--- src/rtl/pwr_mode_seq.sv ---
module pwr_mode_seq #(
  parameter int LONG_WAIT    = 131072,
  parameter int SHORT_WAIT   = 64,
  parameter int SLEEP_EXIT   = 2,
  parameter int IDLE_EXIT    = 10,
  parameter int IDLE_BUS_LAG = 8,
  parameter int N_EXT        = 3
) (
  input  logic             clk,
  input  logic             rst_n,
  input  logic             slp_strobe,
  input  logic             io_stop,
  input  logic             stby_sel,
  input  logic             quick,
  input  logic             ien_global,
  input  logic [N_EXT-1:0] ext_irq_en,
  input  logic [N_EXT-1:0] ext_irq,
  input  logic             nmi,
  input  logic             io_irq,
  input  logic             bus_req,
  input  logic             bus_rel_en,
  output logic             cpu_clk_en,
  output logic             dma_clk_en,
  output logic             io_clk_en,
  output logic             phi_en,
  output logic             osc_en,
  output logic             refresh_en,
  output logic             bus_grant,
  output logic             wake_pulse,
  output logic             wake_irq
);

  localparam int CW = $clog2(LONG_WAIT);
  localparam logic [CW-1:0] T_LONG  = CW'(LONG_WAIT - 1);
  localparam logic [CW-1:0] T_SHORT = CW'(SHORT_WAIT - 1);
  localparam logic [CW-1:0] T_SLEEP = CW'(SLEEP_EXIT - 1);
  localparam logic [CW-1:0] T_IDLE  = CW'(IDLE_EXIT - 1);
  localparam logic [CW-1:0] T_BUS   = CW'(IDLE_BUS_LAG - 1);

  typedef enum logic [3:0] {
    S_RUN, S_SLEEP, S_SSTOP, S_IDLE, S_IDLE_BW, S_IDLE_BG,
    S_STBY, S_STBY_W, S_STBY_G, S_WAKE
  } st_t;

  st_t           st;
  logic [CW-1:0] cnt, tgt;
  logic          quick_q, gnt_q, pulse_q, irq_q;

  wire wk_ext   = nmi | (|(ext_irq & ext_irq_en));
  wire wk_sleep = wk_ext | io_irq;
  wire take     = nmi | ien_global;
  wire bus_ok   = bus_req & bus_rel_en;
  wire done     = (cnt == tgt);
  wire runlike  = (st == S_RUN) || (st == S_SLEEP) || (st == S_SSTOP) || (st == S_WAKE);

  always_ff @(posedge clk or negedge rst_n) begin
    if (!rst_n) begin
      st      <= S_RUN;
      cnt     <= '0;
      tgt     <= '0;
      quick_q <= 1'b0;
      gnt_q   <= 1'b0;
      pulse_q <= 1'b0;
      irq_q   <= 1'b0;
    end else begin
      pulse_q <= 1'b0;
      gnt_q   <= runlike & bus_req;
      cnt     <= cnt + 1'b1;
      case (st)
        S_RUN:
          if (slp_strobe) begin
            if (!io_stop)     st <= S_SLEEP;
            else if (stby_sel) begin
              st      <= S_STBY;
              quick_q <= quick;
            end
            else if (quick)   st <= S_IDLE;
            else              st <= S_SSTOP;
          end
        S_SLEEP:
          if (wk_sleep) begin
            st <= S_WAKE; cnt <= '0; tgt <= T_SLEEP; irq_q <= take;
          end
        S_SSTOP:
          if (wk_ext) begin
            st <= S_WAKE; cnt <= '0; tgt <= T_SLEEP; irq_q <= take;
          end
        S_IDLE:
          if (wk_ext) begin
            st <= S_WAKE; cnt <= '0; tgt <= T_IDLE; irq_q <= take;
          end else if (bus_ok) begin
            st <= S_IDLE_BW; cnt <= '0; tgt <= T_BUS;
          end
        S_IDLE_BW:
          if (wk_ext) begin
            st <= S_WAKE; cnt <= '0; tgt <= T_IDLE; irq_q <= take;
          end else if (!bus_req) st <= S_IDLE;
          else if (done)         st <= S_IDLE_BG;
        S_IDLE_BG:
          if (!bus_req) st <= S_IDLE;
        S_STBY:
          if (wk_ext || bus_ok) begin
            st  <= S_STBY_W;
            cnt <= '0;
            tgt <= quick_q ? T_SHORT : T_LONG;
          end
        S_STBY_W:
          if (!wk_ext && !bus_ok) st <= S_STBY;
          else if (done) begin
            if (wk_ext) begin
              st <= S_RUN; pulse_q <= 1'b1; irq_q <= take;
            end else st <= S_STBY_G;
          end
        S_STBY_G:
          if (!bus_req) st <= S_STBY;
        S_WAKE:
          if (done) begin
            st <= S_RUN; pulse_q <= 1'b1;
          end
        default: st <= S_RUN;
      endcase
    end
  end

  assign cpu_clk_en = (st == S_RUN);
  assign dma_clk_en = (st == S_RUN);
  assign refresh_en = (st == S_RUN);
  assign io_clk_en  = (st == S_SLEEP) || (((st == S_RUN) || (st == S_WAKE)) && !io_stop);
  assign phi_en     = runlike || (st == S_IDLE_BG) || (st == S_STBY_G);
  assign osc_en     = (st != S_STBY);
  assign bus_grant  = (runlike && gnt_q) || (st == S_IDLE_BG) || (st == S_STBY_G);
  assign wake_pulse = pulse_q;
  assign wake_irq   = irq_q;

  a_r3_sleep_entry: assert property (@(posedge clk) disable iff (!rst_n)
    (st == S_RUN && slp_strobe && !io_stop) |=> (!cpu_clk_en && io_clk_en && phi_en && !refresh_en));

  a_r6_stby_osc_off: assert property (@(posedge clk) disable iff (!rst_n)
    (st == S_RUN && slp_strobe && io_stop && stby_sel) |=> (!osc_en && !phi_en));

  a_r4_io_irq_ignored: assert property (@(posedge clk) disable iff (!rst_n)
    (st == S_SSTOP && !wk_ext) |=> (!cpu_clk_en && !io_clk_en));

  a_r9_cancel: assert property (@(posedge clk) disable iff (!rst_n)
    (st == S_STBY_W && !wk_ext && !bus_ok) |=> !osc_en);

  a_r8_count_bound: assert property (@(posedge clk) disable iff (!rst_n)
    (st == S_STBY_W || st == S_WAKE || st == S_IDLE_BW) |-> (cnt <= tgt));

  a_r10_pulse_first_run: assert property (@(posedge clk) disable iff (!rst_n)
    wake_pulse |-> (cpu_clk_en && $past(!cpu_clk_en)));

  a_r11_no_release: assert property (@(posedge clk) disable iff (!rst_n)
    ((st == S_IDLE || st == S_STBY) && !bus_rel_en) |=> !bus_grant);

endmodule

--- config.mk ---
export PLATFORM = sky130hd
export DESIGN_NAME = pwr_mode_seq
export DESIGN_NICKNAME = d
export VERILOG_FILES = /design/src/rtl/pwr_mode_seq.sv
export SDC_FILE = /design/constraint.sdc
export NUM_CORES = 1
export LEC_CHECK = 0
export BUFFER_PORTS_ARGS = -buffer_cell sky130_fd_sc_hd__buf_2
export CAP_MARGIN = 10
export CORE_AREA = 3 3 79 51
export CTS_CLUSTER_DIAMETER = 200
export DETAILED_ROUTE_END_ITERATION = 12
export DIE_AREA = 0 0 82 54
export PLACE_DENSITY = 0.77
export SYNTH_ARGS = -nofsm -noshare
export SYNTH_HDL_FRONTEND = slang
export SYNTH_SLANG_ARGS = --single-unit
export TNS_END_PERCENT = 30
--- constraint.sdc ---
create_clock -name clk -period 2.5 [get_ports clk]
set_input_delay 0.5 -clock clk [delete_from_list [all_inputs] [get_ports clk]]
set_output_delay 0.5 -clock clk [all_outputs]
set_load 0.02 [all_outputs]
==> results.txt <==
TritonCTS clock tree: done
Clock Skew: 0.00254 ns
Synth cell count leaders: dfrtp_1 (30), nor2_1 (27), nand2_1 (14), xor2_1 (10), a21oi_1 (9)
# resized after CTS: 0
Final Max Slew Viols: 0
RSZ-0062 raised after global routing: false
Iteration-0 DRC count of the detailed router: 161
Initial Utilization: 57.7%
DIE HEIGHT: 54 um
Synth Area in Simple Gates: 24.0%
Hold Path Class: input port to asynchronous set/reset pin
FF-to-FF path depth: 6
Initial antenna violation count: 0
Yosys cell types: 54
Most frequent cell after synthesis: dfrtp_1
Nets: 252
Worst r2r dst: st[3]
Area of the core: 3280 um^2
Post-layout util: 65.2%
Num CTS Buffers: 5
Clk root buf: clkbuf_8
Diode count: 0
Synth Cell Area: 1900 um^2
Outcome: completed
Buffers on Ports: 25
Final wirelength: 4500 um
Post-Synth Adder-Cell Area: 0.660%
Synthesized net count: 222
Routed vias: 1,647
Post-synthesis mux area share: 5.74%
First-pass GRT wire length: 7520 um
Clock Latency Late Sink: 0.28 ns
Top FF cell, synth: dfrtp_1
Synth Area in Compound Gates: 15.5%
Drt via density: 5.90
# IOs: 26
YS warnings: 0
Critical Path Start Type: flop
Slew Limit Headroom: 55.4%
Hold slack: 0.252 ns
Setup_tns: 0 ns
Vias in the first global route: 1,528
DRC violations left: 0
Slew @ Worst Pin: 0.670 ns
Power density cells: 1040 nW/um^2
MaxCap Viol Count: 0
F_max: 416 MHz
Yosys top cell by area: dfrtp_1
WL/cell: 16.1 um
Sink Count: 30
FF-to-FF setup slack: 0.36 ns
Worst Path Arrival: 1.91 ns
Area grow syn2layout: 13.0%
Worst vdd ir: 0.000628 V
Share of the synthesized area in the top cell type: 39.6%
Critical Path RT: 2.00 ns
Pleak: 0.975 nW
Die Footprint: 4430 um^2
H-tree levels: 2
Crit Path Class: flop to output pin
GR Util All Layers: 22.9%
Synthesized flop and latch total: 30
Mapped Cells: 204
Largest family of logic cells by synthesized area: simple AND/OR/NAND/NOR gates
CTS max path bufs: 2
Worst-path clk slew: 0.07 ns
Critical Path Sink Type: output pin
Fin crit period: 2.41 ns
Number of synthesized flops with an enable pin: 0
Pre-Repair DR Iteration Count: 4
Sequential area share after synthesis: 39.6%
Largest cells by area after synthesis: dfrtp_1 (40%), nor2_1 (5.3%), xor2_1 (4.6%)
Detailed Place HPWL: 3320 um
Synth Area in XOR/XNOR: 8.32%
Reg2reg start: cnt[9]
Avg Cell Area, Syn: 9.29 um^2
Share of layout cells above drive strength 1: 24.8%
Largest net degree at the start of global routing: 31
Final setup vio count: 0
Crit Path Max Fanout: 12
Area of the multi-input gates: 1030 um^2
Ys async rst share: 100%
Post-route ant nets: 0
Register area: 751 um^2
Filler cell count in the final layout: 285
Site Rows: 16
GR Overflow Total: 0
Placer Congestion: 0.945
Die width: 82 um
Final hold violation count: 0
Fin crit share: 96.2%
## timing repair
item | CTS | global route
hold buffers | 0 | 0
buffers inserted | 0 | 1
endpoints found under the setup margin | 0 | 4
## cells in the final DEF (no fill, tap or decap), types with 3 or more instances in the layout
cell      synthesis  routed
mux2_2            5       5
inv_1             5       5
nand3_1           7       7
nor2_1           27      27
xor2_1           10      10
nor3_1            6       6
a31oi_1           4       4
dfrtp_1          30      30
a21oi_1           9       9
nor4_1            3       3
nand2_1          14      14
clkbuf_8          2       5
xnor2_1           8       8
o21ai_0           4       4
buf_2             3      25
nor2b_1           6       6
buf_4             3      10
and4_1            4       4
mux2i_1           3       3
and3_1            4       4
## cells by family after synthesis
kind of cell,after synthesis
mux,10
fa+ha+maj,1
buf+inv,18
compound gates,40
xor+xnor,18
simple gates,87
flops,30
## critical path: stages, from the launching register on
cell and delay, ns:
dfrtp_1 0.61, inv_1 0.27, nor3_1 0.44, inv_1 0.12, buf_2 0.18
## state kept, by name, indices dropped and copies added, names as in the netlist
name / cells
st: 4
quick_q: 1
wake_irq: 1
gnt_q: 1
cnt: 17
wake_pulse: 1
tgt: 5
## how the worst max path moves through the flow
stage,from,cells past startpoint,to
2_1_floorplan,st[2],4,dma_clk_en
3_3_place_gp,ext_irq[1],6,st[3]
3_5_place_dp,ext_irq[1],6,st[3]
4_1_cts,st[1],4,osc_en
5_1_grt,st[3],6,bus_grant
6_report,st[1],4,osc_en
## layer usage
layer / GRT usage (%) / part of all wire [%] / wire length [um] / up-vias
li1: - / - / - / 793
met1: 36.8 / 49 / 2220 / 760
met2: 29.1 / 39 / 1730 / 90
met3: 6.86 / 12 / 519 / 4
met4: 4.97 / 0.69 / 31 / 0
met5: 0 / 0 / 0 / -
## through the flow
stage	cell area (um^2)	setup WS (ns)	total power, W	std cells
finish	2140	0.0938	0.00223	279
global placement	2060	0.243	0.00180	271
global route	2140	0.00222	0.00237	279
detailed placement	2060	0.157	0.00182	271
CTS	2130	0.149	0.00220	278
floorplan	1900	0.180	0.00155	204
## where the power goes
group	internal [W]	switching, W
clock	0.000187	0.000185
sequential	0.000573	0.000137
combinational	0.000501	0.000651
## cell type report
cell class / count / area share [%]
Timing Repair Buffer: 35 / 9.35
Clock buffer: 5 / 3.21
Sequential cell: 30 / 35.0
Clock inverter: 2 / 0.467
Inverter: 6 / 1.05
Multi-Input combinational cell: 156 / 48.2
Tap cell: 45 / 2.63
Note: power is estimated with default switching activity, not from simulation.
